$ cat src/rtl/genlock_pkg.sv
package genlock_pkg;

  typedef enum logic [1:0] {
    A_CTRL  = 2'd0,
    A_DELAY = 2'd1,
    A_TMO   = 2'd2,
    A_NONE  = 2'd3
  } reg_addr_e;

  localparam int unsigned B_FLAG_ODD  = 8;
  localparam int unsigned B_FLAG_EVEN = 9;

  // Packed so that bit 0 is os, matching the CTRL register layout.
  typedef struct packed {
    logic tmo_en;
    logic disp_fall;
    logic in_fall;
    logic cont;
    logic os;
  } ctrl_t;

  // Selected-edge detection on a synchronized level.
  function automatic logic sel_edge(input logic prev, input logic cur, input logic fall);
    return fall ? (prev & ~cur) : (~prev & cur);
  endfunction

  // A watchdog count expires on the tick that takes it from 1 (or 0) to 0.
  function automatic logic tmo_last(input logic [31:0] value);
    return value <= 32'd1;
  endfunction

endpackage

$ cat src/rtl/gl_sync_edge.sv
module gl_sync_edge
  import genlock_pkg::*;
#(
  parameter int unsigned STAGES = 2
) (
  input  logic clk,
  input  logic rst_n,
  input  logic async_in,
  input  logic fall_sel,
  output logic edge_pulse
);

  logic [STAGES:0] shreg;

  always_ff @(posedge clk) begin
    if (!rst_n) shreg <= '0;
    else        shreg <= {shreg[STAGES-1:0], async_in};
  end

  assign edge_pulse = sel_edge(shreg[STAGES], shreg[STAGES-1], fall_sel);

  AST_EDGE_ISOLATED: assert property (@(posedge clk) disable iff (!rst_n)
    edge_pulse |=> (!edge_pulse || (fall_sel != $past(fall_sel))));

endmodule

$ cat src/rtl/gl_regs.sv
module gl_regs
  import genlock_pkg::*;
#(
  parameter int unsigned DATA_W  = 32,
  parameter int unsigned DELAY_W = 21,
  parameter int unsigned TMO_W   = 16,
  parameter logic [TMO_W-1:0] TMO_RST = 16'h1FFF
) (
  input  logic               clk,
  input  logic               rst_n,
  input  logic               wr_en,
  input  logic [1:0]         addr,
  input  logic [DATA_W-1:0]  wdata,
  output logic [DATA_W-1:0]  rdata,
  input  logic               os_consume,
  input  logic               set_odd,
  input  logic               set_even,
  output ctrl_t              ctrl,
  output logic [DELAY_W-1:0] delay_val,
  output logic [TMO_W-1:0]   tmo_odd,
  output logic [TMO_W-1:0]   tmo_even
);

  localparam int unsigned CTRL_W = $bits(ctrl_t);

  logic ctrl_wr, delay_wr, tmo_wr;
  logic flag_odd, flag_even;
  logic clr_odd, clr_even;
  logic unused_wdata;

  assign ctrl_wr  = wr_en && (reg_addr_e'(addr) == A_CTRL);
  assign delay_wr = wr_en && (reg_addr_e'(addr) == A_DELAY);
  assign tmo_wr   = wr_en && (reg_addr_e'(addr) == A_TMO);
  assign clr_odd  = ctrl_wr && wdata[B_FLAG_ODD];
  assign clr_even = ctrl_wr && wdata[B_FLAG_EVEN];
  assign unused_wdata = ^wdata;

  always_ff @(posedge clk) begin
    if (!rst_n) begin
      ctrl      <= '0;
      delay_val <= '0;
      tmo_odd   <= TMO_RST;
      tmo_even  <= TMO_RST;
      flag_odd  <= 1'b0;
      flag_even <= 1'b0;
    end else begin
      if (ctrl_wr)         ctrl    <= ctrl_t'(wdata[CTRL_W-1:0]);
      else if (os_consume) ctrl.os <= 1'b0;
      if (delay_wr) delay_val <= wdata[DELAY_W-1:0];
      if (tmo_wr) begin
        tmo_odd  <= wdata[TMO_W-1:0];
        tmo_even <= wdata[2*TMO_W-1:TMO_W];
      end
      flag_odd  <= set_odd  | (flag_odd  & ~clr_odd);
      flag_even <= set_even | (flag_even & ~clr_even);
    end
  end

  always_comb begin
    rdata = '0;
    case (reg_addr_e'(addr))
      A_CTRL: begin
        rdata[CTRL_W-1:0]  = ctrl;
        rdata[B_FLAG_ODD]  = flag_odd;
        rdata[B_FLAG_EVEN] = flag_even;
      end
      A_DELAY: rdata[DELAY_W-1:0] = delay_val;
      A_TMO: begin
        rdata[TMO_W-1:0]       = tmo_odd;
        rdata[2*TMO_W-1:TMO_W] = tmo_even;
      end
      default: rdata = '0;
    endcase
  end

  AST_FLAG_STICKY: assert property (@(posedge clk) disable iff (!rst_n)
    (flag_odd && !clr_odd) |=> flag_odd);
  AST_OS_SELFCLR: assert property (@(posedge clk) disable iff (!rst_n)
    (os_consume && !ctrl_wr) |=> !ctrl.os);
  AST_SET_NEEDS_EN: assert property (@(posedge clk) disable iff (!rst_n)
    (set_odd || set_even) |-> ctrl.tmo_en);

endmodule

$ cat src/rtl/gl_delay.sv
module gl_delay #(
  parameter int unsigned DELAY_W = 21
) (
  input  logic               clk,
  input  logic               rst_n,
  input  logic               in_edge,
  input  logic               os_en,
  input  logic               cont_en,
  input  logic [DELAY_W-1:0] delay_val,
  output logic               align_pulse,
  output logic               os_consume
);

  logic [DELAY_W-1:0] cnt;
  logic busy, mode_os, accept, done;

  // A running single-shot count is never restarted.
  assign accept     = in_edge && (os_en || cont_en) && !(busy && mode_os);
  assign os_consume = accept && os_en;
  assign done       = busy && (cnt == '0) && !accept;

  always_ff @(posedge clk) begin
    if (!rst_n) begin
      cnt         <= '0;
      busy        <= 1'b0;
      mode_os     <= 1'b0;
      align_pulse <= 1'b0;
    end else begin
      align_pulse <= done;
      if (accept) begin
        cnt     <= delay_val;
        busy    <= 1'b1;
        mode_os <= os_en;
      end else if (busy) begin
        if (cnt == '0) busy <= 1'b0;
        else           cnt  <= cnt - 1'b1;
      end
    end
  end

  AST_ALIGN_SINGLE: assert property (@(posedge clk) disable iff (!rst_n)
    align_pulse |=> !align_pulse);
  AST_RESTART_SUPPRESSES: assert property (@(posedge clk) disable iff (!rst_n)
    accept |=> !align_pulse);
  AST_OS_NO_RESTART: assert property (@(posedge clk) disable iff (!rst_n)
    (busy && mode_os && (cnt != '0)) |=> (cnt == ($past(cnt) - 1'b1)));

endmodule

$ cat src/rtl/gl_timeout.sv
module gl_timeout
  import genlock_pkg::*;
#(
  parameter int unsigned TMO_W = 16
) (
  input  logic             clk,
  input  logic             rst_n,
  input  logic             in_edge,
  input  logic             field_odd,
  input  logic             tmo_en,
  input  logic             line_tick,
  input  logic [TMO_W-1:0] tmo_odd,
  input  logic [TMO_W-1:0] tmo_even,
  output logic             hit_odd,
  output logic             hit_even
);

  logic [TMO_W-1:0] cnt;
  logic run, cur_odd, step, fire;

  assign step     = run && tmo_en && line_tick && !in_edge;
  assign fire     = step && tmo_last(32'(cnt));
  assign hit_odd  = fire && cur_odd;
  assign hit_even = fire && !cur_odd;

  always_ff @(posedge clk) begin
    if (!rst_n) begin
      cnt     <= '0;
      run     <= 1'b0;
      cur_odd <= 1'b0;
    end else if (in_edge) begin
      cnt     <= field_odd ? tmo_odd : tmo_even;
      run     <= 1'b1;
      cur_odd <= field_odd;
    end else if (step) begin
      if (fire) begin
        cnt <= '0;
        run <= 1'b0;
      end else begin
        cnt <= cnt - 1'b1;
      end
    end
  end

  AST_FIRE_ONCE: assert property (@(posedge clk) disable iff (!rst_n)
    fire |=> !(hit_odd || hit_even));
  AST_FIRE_NEEDS_TICK: assert property (@(posedge clk) disable iff (!rst_n)
    (hit_odd || hit_even) |-> (line_tick && tmo_en));

endmodule

$ cat src/rtl/vsync_genlock.sv
module vsync_genlock
  import genlock_pkg::*;
#(
  parameter int unsigned DATA_W      = 32,
  parameter int unsigned DELAY_W     = 21,
  parameter int unsigned TMO_W       = 16,
  parameter int unsigned SYNC_STAGES = 2
) (
  input  logic              clk,
  input  logic              rst_n,
  input  logic              in_vsync,
  input  logic              disp_vsync,
  input  logic              field_odd,
  input  logic              line_tick,
  input  logic              reg_wr,
  input  logic [1:0]        reg_addr,
  input  logic [DATA_W-1:0] reg_wdata,
  output logic [DATA_W-1:0] reg_rdata,
  output logic              align_pulse,
  output logic              disp_edge
);

  localparam int unsigned N_SRC = 2;

  ctrl_t              ctrl;
  logic [DELAY_W-1:0] delay_val;
  logic [TMO_W-1:0]   tmo_odd, tmo_even;
  logic               os_consume, hit_odd, hit_even, in_edge;
  logic [N_SRC-1:0]   raw_vs, fall_sel, edges;

  assign raw_vs   = {disp_vsync, in_vsync};
  assign fall_sel = {ctrl.disp_fall, ctrl.in_fall};

  for (genvar g = 0; g < N_SRC; g++) begin : g_src
    gl_sync_edge #(.STAGES(SYNC_STAGES)) i_sync (
      .clk       (clk),
      .rst_n     (rst_n),
      .async_in  (raw_vs[g]),
      .fall_sel  (fall_sel[g]),
      .edge_pulse(edges[g])
    );
  end

  assign in_edge   = edges[0];
  assign disp_edge = edges[1];

  gl_regs #(
    .DATA_W (DATA_W),
    .DELAY_W(DELAY_W),
    .TMO_W  (TMO_W)
  ) i_regs (
    .clk       (clk),
    .rst_n     (rst_n),
    .wr_en     (reg_wr),
    .addr      (reg_addr),
    .wdata     (reg_wdata),
    .rdata     (reg_rdata),
    .os_consume(os_consume),
    .set_odd   (hit_odd),
    .set_even  (hit_even),
    .ctrl      (ctrl),
    .delay_val (delay_val),
    .tmo_odd   (tmo_odd),
    .tmo_even  (tmo_even)
  );

  gl_delay #(.DELAY_W(DELAY_W)) i_delay (
    .clk        (clk),
    .rst_n      (rst_n),
    .in_edge    (in_edge),
    .os_en      (ctrl.os),
    .cont_en    (ctrl.cont),
    .delay_val  (delay_val),
    .align_pulse(align_pulse),
    .os_consume (os_consume)
  );

  gl_timeout #(.TMO_W(TMO_W)) i_tmo (
    .clk      (clk),
    .rst_n    (rst_n),
    .in_edge  (in_edge),
    .field_odd(field_odd),
    .tmo_en   (ctrl.tmo_en),
    .line_tick(line_tick),
    .tmo_odd  (tmo_odd),
    .tmo_even (tmo_even),
    .hit_odd  (hit_odd),
    .hit_even (hit_even)
  );

endmodule

$ cat config.mk
export PLATFORM = sky130hd
export DESIGN_NAME = vsync_genlock
export DESIGN_NICKNAME = d
export VERILOG_FILES = /design/src/rtl/genlock_pkg.sv /design/src/rtl/gl_sync_edge.sv /design/src/rtl/gl_regs.sv /design/src/rtl/gl_delay.sv /design/src/rtl/gl_timeout.sv /design/src/rtl/vsync_genlock.sv
export SDC_FILE = /design/constraint.sdc
export NUM_CORES = 1
export LEC_CHECK = 0
export ABC_CLOCK_PERIOD_IN_PS = 3600
export CAP_MARGIN = 20
export CORE_MARGIN = 3
export CORE_UTILIZATION = 40
export DETAILED_ROUTE_END_ITERATION = 7
export PLACE_DENSITY = 0.71
export REMOVE_ABC_BUFFERS = 1
export SLEW_MARGIN = 20
export SYNTH_ARGS = -nofsm -noshare
export SYNTH_HDL_FRONTEND = slang
export SYNTH_SLANG_ARGS = --single-unit
$ cat constraint.sdc
create_clock -name clk -period 3.6 [get_ports clk]
set_input_delay 0.72 -clock clk [delete_from_list [all_inputs] [get_ports clk]]
set_output_delay 0.72 -clock clk [all_outputs]
set_load 0.02 [all_outputs]
# --- After elaboration in Yosys (flattened, before gate mapping) ---
# Cells that the tools add are included.
# W data, S select, Z words.
classes:
  shift: 0
  add_sub_neg: 2
  div: 0
  reduce_logical: 30
  mul: 0
  eq_ne: 3
  order_cmp: 1
  muxes: 22
  bitwise_logic: 14
op_table:
  columns: ["op", "count"]
  rows:
  - ["$mux W16", 4]
  - ["$mux W21", 3]
  - ["$pmux W11 S2", 1]
  - ["$logic_not A21 Y1", 1]
  - ["$sub A21 B1 Y21 const B", 1]
  - ["$logic_and A1 B1 Y1", 17]
  - ["$le A16 B1 Y1 const B", 1]
  - ["$sub A16 B1 Y16 const B", 1]
  - ["$pmux W5 S3", 1]
  - ["$mux W11", 1]
  - ["$mux W1", 10]
  - ["$reduce_bool A2 Y1", 4]
  - ["$and A1 B1 Y1", 6]
  - ["$not A1 Y1", 6]
  - ["$pmux W2 S3", 1]
  - ["$pmux W3 S2", 1]
  - ["$logic_not A1 Y1", 4]
  - ["$reduce_and A2 Y1", 2]
  - ["$eq A2 B1 Y1 const B", 1]
  - ["$eq A2 B2 Y1 const B", 1]
  - ["$logic_not A2 Y1", 1]
  - ["$ne A2 B1 Y1 const B", 1]
  - ["$or A1 B1 Y1", 2]
  - ["$logic_or A1 B1 Y1", 1]
word_totals:
  mem_bits_rw: 0
  rom_bits: 0
  regBits: 108
  in_bits: 41
  mem_count: 0
  out_inout_bits: 34
  elab_cells: 91
  latch_bits: 0

# --- Longest topological paths before layout ---
# Gate-level depths: netlist (run 1).
depth:
  ltp_word: 9
  depth_mapped: 8
  ltp_nobuf: 7

# --- Hierarchy ---
# A second synthesis (run 1) with hierarchy kept.
hier_totals:
  hier_cells: 718
  area_unflattened_um2: 5858.1
by_module_without_submodules:
  columns: ["mod", "area_each_um2", "instances", "cells_each", "seq_area_each_um2"]
  rows:
  - ["gl_regs", 2687.6, 1, 332, 1201.2]
  - ["gl_delay", 1531.5, 1, 183, 480.5]
  - ["gl_timeout", 1436.4, 1, 185, 360.3]
  - ["gl_sync_edge", 101.3, 2, 9, 60.1]

# --- Worst setup path after synthesis (run 1) ---
# No wires, ideal clock.
synth_path:
  path_kind: "input port to output port"
  from: "input port reg_addr[0]"
  to: "output port reg_rdata[10]"
  slack_ns: 1.032
  required_ns: 2.880
  path_stages: 6
  path_buffers: 2
  t_arrival_ns: 1.848
  cell_sequence: "inv_1 -> ha_1 -> clkbuf_1 -> clkbuf_1 -> a22oi_1 -> nor2b_1"
synth_via:
  elab_chain_len: 2
  word_cells_on_any_way: 3
  classes_between: "eq/ne: 2; mux: 1"
synth_rtl:
  columns: ["item", "line_no", "source"]
  rows:
  - ["start: declaration", "vsync_genlock.sv:16", "input logic [1:0] reg_addr,"]
  - ["$eq A2 B2 Y1 or $eq A2 B1 Y1 (tied branches)", "gl_regs.sv:61", "case (reg_addr_e'(addr))"]
  - ["$pmux W11 S2 (*)", "gl_regs.sv:61", null]
  - ["end: declaration", "vsync_genlock.sv:18", "output logic [DATA_W-1:0] reg_rdata,"]
# Every way passes the cells marked *; elsewhere a longest branch is shown, timed or not.

# --- Worst setup path in the final report (run 1) ---
layout_path:
  from: "input port reg_addr[0]"
  to: "output port reg_rdata[4]"
layout_via:
  elab_chain_len: 2
  word_cells_on_any_way: 4
  classes_between: "eq/ne: 2; mux: 1; reduce/logical: 1"
layout_rtl:
  columns: ["item", "line_no"]
  rows:
  - ["$eq A2 B2 Y1 (tied with other cells)", "gl_regs.sv:61"]
  - ["$pmux W5 S3 (*)", "gl_regs.sv:61"]
# Marked as above.

==> results of run 1 <==
[Yosys cell counts, drive strengths merged (2+ instances only)]
cell / number
o21ai: 21
and2: 21
o31a: 4
nor2b: 14
dfxtp: 108
inv: 11
o211ai: 9
or4b: 2
mux2: 2
xor2: 14
nand3: 38
nand2b: 10
a222oi: 7
or2: 2
clkbuf: 42
a21oi: 52
xnor2: 9
o2111ai: 2
nand4b: 4
nor3b: 3
o31ai: 4
nand4: 7
nor4: 7
nor3: 8
a31oi: 13
nor2: 45
nand3b: 2
buf: 4
or3: 2
and3: 5
ha: 8
mux2i: 15
a22oi: 15
or4: 7
nand2: 145
[how the worst min path moves through the flow]
stage / from / end / slack [ps] / cells past startpoint
2_1_floorplan: g_src[0].i_sync.shreg[0]$_SDFF_PN0_ / g_src[0].i_sync.shreg[1]$_SDFF_PN0_ / 410 / 1
3_3_place_gp: g_src[1].i_sync.shreg[0]$_SDFF_PN0_ / g_src[1].i_sync.shreg[1]$_SDFF_PN0_ / 420 / 1
3_5_place_dp: g_src[0].i_sync.shreg[0]$_SDFF_PN0_ / g_src[0].i_sync.shreg[1]$_SDFF_PN0_ / 420 / 1
4_1_cts: g_src[0].i_sync.shreg[0]$_SDFF_PN0_ / g_src[0].i_sync.shreg[1]$_SDFF_PN0_ / 440 / 1
5_1_grt: g_src[0].i_sync.shreg[0]$_SDFF_PN0_ / g_src[0].i_sync.shreg[1]$_SDFF_PN0_ / 450 / 1
6_report: g_src[0].i_sync.shreg[0]$_SDFF_PN0_ / g_src[0].i_sync.shreg[1]$_SDFF_PN0_ / 440 / 1
[sequential cells by signal, summed over array words and instances, names as in the netlist]
| name | count |
|---|---|
| i_delay.align_pulse | 1 |
| g_src.i_sync.shreg | 6 |
| i_regs.delay_val | 21 |
| i_regs.tmo_odd | 16 |
| i_tmo.cnt | 16 |
| i_regs.flag_even | 1 |
| i_regs.flag_odd | 1 |
| i_regs.tmo_even | 16 |
| i_delay.mode_os | 1 |
| i_delay.cnt | 21 |
| i_delay.busy | 1 |
| i_tmo.cur_odd | 1 |
| i_regs.ctrl | 5 |
| i_tmo.run | 1 |
[critical path: cells and delay by family]
kind,cells,cell delay (ps)
AND/OR/NAND/NOR,1,80
AO/OA/AOI/OAI,1,410
buffers and inverters,4,1320
adder cells (fa/ha/maj),1,240
[cells by family (layout without fill, tap and decap cells)]
group | after synthesis | after routing | share of synthesized area, %
adders and majority gates | 8 | 8 | 1.87
AOI/OAI and AO/OA | 136 | 136 | 16.4
buffers and inverters | 57 | 115 | 4.15
and+or+nand+nor | 326 | 326 | 30.1
muxes | 17 | 17 | 3.23
DFF | 108 | 108 | 40.5
xor gates and xnor gates | 23 | 23 | 3.77
[final cells by class]
cell class,instances,area share [%]
clock inverters,7,1.11
well taps,172,3.28
repair buffers,88,13.5
clock buffers,9,3.43
inverters,11,0.630
multi-input cells,510,45.1
flip-flops and latches,108,33.0
[layer usage]
layer  wire length, um  track usage [%]  vias to the layer above
met1              6770             28.3                     2420
met5                 0                0                        -
met3              1300             4.83                       22
li1                  -                -                     2452
met4               281             6.37                        0
met2              6850             32.7                      240
[where the power goes]
group / switching (mW) / total [mW] / leakage (nW) / internal (mW)
Combinational: 0.225 / 0.417 / 1.45 / 0.192
Sequential: 0.0414 / 1.28 / 0.879 / 1.23
Clock: 0.469 / 1.01 / 0.142 / 0.542
Total: 0.735 / 2.71 / 2.47 / 1.97
==> key figures, run 1 <==
Run status
  – Status: finished, final reports clean

Critical path
  – Crit-path cells: clkdlybuf4s50_1 -> inv_1 -> ha_1 -> buf_12 -> a222oi_1 -> nor2_1 -> clkdlybuf4s50_1
  – Cell depth of the worst flop-to-flop path: 7
  – Internal reg-to-reg setup slack: 960 ps
  – CP endpoint kind: primary output
  – Critical path launch point: reg_addr[0]
  – Reg2Reg Capture Point: i_delay.cnt[10]$_SDFFE_PN0P_
  – Critical path arrival: 2780 ps
  – CP max FO: 34
  – Crit path launch type: input pin
  – Setup CP Type: in2out
  – Crit path largest cell delay: 550 ps
  – Worst Path Required: 2880 ps
  – Crit-path most repeated cell: clkdlybuf4s50_1
  – Slowest cell on the critical path: clkdlybuf4s50_1
  – Crit path to: reg_rdata[4]
  – RR Startpoint: i_delay.cnt[0]$_SDFFE_PN0P_

Timing
  – Fmax: 286 MHz
  – Post-route minimum period: 3500 ps
  – Hold_ws: 441 ps
  – Slew Viols, Final: 0
  – Final hold violation count: 0
  – Final setup skew: 5.74 ps
  – Setup Viol. Count Final: 0
  – Worst-margin pin slew: 876 ps
  – Final setup margin: 105 ps
  – Max_slew headroom: 41.4%
  – Setup TNS: 0 ps
  – RSZ-0062 raised after global routing: no
  – Crit share post-route: 97.1%

Cells and area
  – Most frequent cells in the layout: nand2_1 (145), dfxtp_1 (108), clkdlybuf4s50_1 (74)
  – N_diodes: 0
  – Share of layout cells above drive strength 1: 6.41%
  – Core Util, Final: 51.1%
  – Multi-input gate area: 2960 um^2
  – Post-route cell area: 6560 um^2
  – Most common cell after layout, fill and taps aside: nand2_1
  – Non-filler instance count after layout: 905
  – Syn-to-layout area delta: 22.8%
  – Fill count: 1215
  – FF+latch area: 2160 um^2
  – # nets final: 777

Synth
  – Synth Register Bits: 108
  – Largest cells by area after synthesis: dfxtp_1 (40%), nand2_1 (10%), a21oi_1 (4.8%), nand3_1 (3.5%), nor2_1 (3.2%)
  – Synth area leader: dfxtp_1
  – Post-Synthesis Cell Area: 5340 um^2
  – Distinct cells, synth: 60
  – Share of the synthesized area in the top cell type: 40.5%
  – Post-Syn Instances: 675
  – EDFF count, synth: 0
  – Sequential element share of the synthesized area: 40.5%
  – Synth warnings: 0
  – Post-Syn Area per Cell: 7.91 um^2
  – Most used DFF post-synth: dfxtp_1
  – Post-synth ARST share: 0%

Placement
  – Hpwl dp: 10600 um
  – Pre-CTS worst setup slack: 129 ps
  – Placed instance area: 6260 um^2
  – Gpl congestion: 0.870
  – Port-buffer cells: 74
  – Placed cells: 889

Die
  – Die Width: 122 um
  – Die Y: 122 um
  – Area of the die: 14800 um^2
  – Initial core utilization: 41.6%
  – Boundary Pins: 75
  – Core area: 12800 um^2
  – Row count: 41

Clock tree
  – Hold_buf cts: 0
  – Max clock buf depth: 2
  – Post-CTS Setup Bufs: 0
  – Number of H-tree levels: 3
  – Clock Sink Count: 108
  – Clock transition at the registers of the reported paths: 70 ps
  – CTS Buf Count: 9
  – Root Driver: clkbuf_16
  – Post_cts resized: 0
  – Worst skew pair latency: 350 ps
  – TritonCTS clock tree: done

Worst hold path
  – Hold WC Path Type: reg2reg

Global routing
  – Initial antenna violation count: 0
  – Number of global-route vias before repair: 4788
  – Tot GR Track Use: 20.7%
  – GRT overflow: 0
  – First-pass GRT wire length: 24600 um
  – Largest net degree at the start of global routing: 50

Pwr
  – PwrDens: 412 nW/um^2
  – Power after layout: 2.71 mW
  – Leak pwr: 2.47 nW
  – Worst VDD drop: 0.000228 V

Routing
  – WL per Instance: 16.8 um
  – DRC: 0
  – DR vias/cell: 5.67
  – Vias: 5134
  – Routed WL: 15200 um
  – Final antenna-violating net count: 0
  – Pre-antenna DRT Iters: 6
  – Initial drt markers: 509

Flow run
  – Max_cap viols: 0
No activity file was read; power rests on OpenSTA's default activity.
==> run 2, diff against run 1 <==
ABC_CLOCK_PERIOD_IN_PS = 4000   (was 3600)
PLACE_DENSITY = 0.7   (was 0.71)
REMOVE_ABC_BUFFERS = unset   (was 1)
SYNTH_HIERARCHICAL = 1   (was unset)
clock period = 4 ns   (was 3.6 ns; I/O delays follow)
==> run 2 against run 1 <==
Effect of this change:
- worst setup slack improved by 180 ps
- final area rose by 5.6%
- clock power is 15% lower
- clock-buffer cell count grew 3
- largest cell class unchanged
- largest power group unchanged
- non-clock buffer count shrank 1
==> key figures, run 2 <==
Synth
  – EDFF count, synth: 0
  – Post-Syn Area per Cell: 8.16 um^2
  – Synth warnings: 6
  – Sequential element share of the synthesized area: 36.9%
  – Top post-synthesis cells by count: nand2_1 (135), dfxtp_1 (108), nand3_1 (40), nor2_1 (37), clkbuf_1 (29)
  – Distinct cells, synth: 77
  – Largest cells by area after synthesis: dfxtp_1 (37%), nand2_1 (8.7%), nand3_1 (3.4%), mux2i_1 (2.7%), a21boi_1 (2.6%)
  – Post-synth ARST share: 0%
  – Count leader, synth: nand2_1
  – Synth area leader: dfxtp_1
  – Post-Synthesis Cell Area: 5860 um^2
  – Most used DFF post-synth: dfxtp_1
  – Share of the synthesized area in the top cell type: 36.9%
  – Mapped Nets: 767
  – Post-Syn Instances: 718
  – Synth Register Bits: 108

Critical path
  – Crit path launch type: input pin
  – CP max FO: 12
  – CP endpoint kind: primary output
  – Worst Path Required: 3200 ps
  – Worst path bufs/invs: 4
  – Crit path largest cell delay: 610 ps
  – Setup CP Type: in2out
  – Crit-path cells: clkdlybuf4s50_1 -> inv_1 -> ha_1 -> buf_4 -> a22oi_1 -> nor2b_1 -> clkdlybuf4s50_1
  – Critical path arrival: 2920 ps
  – Slowest cell on the critical path: clkdlybuf4s50_1
  – CP top delay family: buffers and inverters
  – Crit-path most repeated cell: clkdlybuf4s50_1

Global routing
  – Initial antenna violation count: 0
  – Largest net degree at the start of global routing: 59
  – Number of global-route vias before repair: 5200
  – Tot GR Track Use: 21.8%
  – First-pass GRT wire length: 28300 um
  – GRT overflow: 0

Placement
  – Placed cells: 934
  – Gpl congestion: 0.925
  – Hpwl dp: 12100 um
  – Port-buffer cells: 74

Clock tree
  – CTS Buf Count: 9
  – Post_cts resized: 0
  – Root Driver: clkbuf_16
  – Hold_buf cts: 0
  – Max clock buf depth: 2
  – Clock Sink Count: 108
  – Post-CTS Setup Bufs: 0
  – TritonCTS clock tree: done
  – Number of H-tree levels: 3
  – Clock transition at the registers of the reported paths: 60 ps
  – Worst skew pair latency: 360 ps

Die
  – Row count: 43
  – Die Y: 127 um
  – Core area: 14100 um^2
  – Area of the die: 16100 um^2
  – Boundary Pins: 75
  – Die Width: 127 um
  – Initial core utilization: 41.6%

Cells and area
  – Most frequent cells in the layout: nand2_1 (135), dfxtp_1 (108), clkdlybuf4s50_1 (73)
  – Syn-to-layout area delta: 18.3%
  – N_diodes: 0
  – Most common cell after layout, fill and taps aside: nand2_1
  – Non-filler instance count after layout: 950
  – Top flop regs: i_delay/cnt (21), i_regs/delay_val (21)
  – Share of layout cells above drive strength 1: 8.44%
  – # nets final: 814

Pwr
  – Leak pwr: 2.56 nW
  – PwrDens: 361 nW/um^2
  – Worst VDD drop: 0.000241 V

Timing
  – Final setup skew: 12.1 ps
  – RSZ-0062 raised after global routing: no
  – Worst-margin pin slew: 1050 ps
  – Final hold violation count: 0
  – Max_slew headroom: 30.1%
  – Post-route minimum period: 3720 ps
  – Hold_ws: 439 ps
  – Fmax: 269 MHz
  – Setup TNS: 0 ps
  – Crit share post-route: 93.0%
  – Slew Viols, Final: 0
  – Setup Viol. Count Final: 0

Routing
  – DRC: 0
  – WL per Instance: 18.1 um
  – Initial drt markers: 614
  – Final antenna-violating net count: 0
  – Routed WL: 17200 um
  – DR vias/cell: 5.86
  – Vias: 5565
  – Pre-antenna DRT Iters: 5

Flow run
  – Max_cap viols: 0

Worst hold path
  – Hold WC Path Type: reg2reg

Run status
  – Status: finished, final reports clean
run 2: cell types whose count changed in the layout (fill, tap and decap cells not counted), moves of 9 or more:
cell	before	now
xor2_1	14	5
nand2_1	145	135
a21boi_1	0	20
nor4_1	3	17
a21oi_1	51	28
run 2: layout make-up:
type / count / area, um^2
Inverter: 15 / 56.3
Timing Repair Buffer: 87 / 846
Tap cell: 180 / 225
Sequential cell: 108 / 2160
Clock inverter: 4 / 23.8
Clock buffer: 12 / 256
Fill cell: 1392 / 7170
Multi-Input combinational cell: 544 / 3360
run 2: kinds of logic (layout without fill, tap and decap cells):
group / Yosys count / in the layout / synth area share, %
xor+xnor: 12 / 12 / 1.79
mux: 21 / 21 / 3.69
flops: 108 / 108 / 36.9
compound gates: 171 / 171 / 21.1
simple gates: 332 / 332 / 29.0
buf+inv: 66 / 118 / 5.75
fa+ha+maj: 8 / 8 / 1.71
run 2: path summary, 6_finish.rpt:
path,cells past startpoint,endpoint,slack (ps),startpoint
worst max register to register,7,i_delay/cnt[15]$_SDFFE_PN0P_,1650,i_delay/cnt[0]$_SDFFE_PN0P_
worst min-delay path,1,g_src[1].i_sync/shreg[1]$_SDFF_PN0_,440,g_src[1].i_sync/shreg[0]$_SDFF_PN0_
worst max-delay path,7,reg_rdata[5],280,reg_addr[1]
worst min register to register,1,g_src[1].i_sync/shreg[1]$_SDFF_PN0_,440,g_src[1].i_sync/shreg[0]$_SDFF_PN0_
run 2: worst register-to-register path: cells and delay by family, from the launching register on:
kind	cells	cell delay, ps
AOI/OAI and AO/OA	3	910
adders and majority gates	1	160
buffers and inverters	1	90
DFF	1	350
and+or+nand+nor	2	740
run 2: power by group:
part / total (mW) / internal [mW] / switching, mW / leakage, nW
sequential: 1.18 / 1.12 / 0.0585 / 0.880
clock: 0.860 / 0.455 / 0.405 / 0.142
combinational: 0.464 / 0.204 / 0.261 / 1.54
run 2: metrics by stage:
step / total power [mW] / worst slack [ps] / area, um^2 / utilization, %
floorplan: 1.49 / 1460 / 5860 / -
global placement: 1.66 / 335 / 6650 / 47.2
detailed placement: 1.66 / 277 / 6650 / 47.2
CTS: 2.52 / 273 / 6930 / 49.2
global route: 2.62 / 125 / 6930 / 49.2
finish: 2.50 / 280 / 6930 / 49.2
run 2: layer usage:
metal  vias to the layer above  GRT usage (%)  routed length [um]
met2                       222           32.2                7500
met3                        17           4.10                1210
li1                       2686              -                   -
met4                         0           6.62                 291
met5                         -              0                   0
met1                      2640           32.2                8230
==> run 3, diff against run 2 <==
CTS_CLUSTER_DIAMETER = 120   (was unset)
==> results of run 3 <==
Final layout, timing and power as in run 2 (identical DEF).
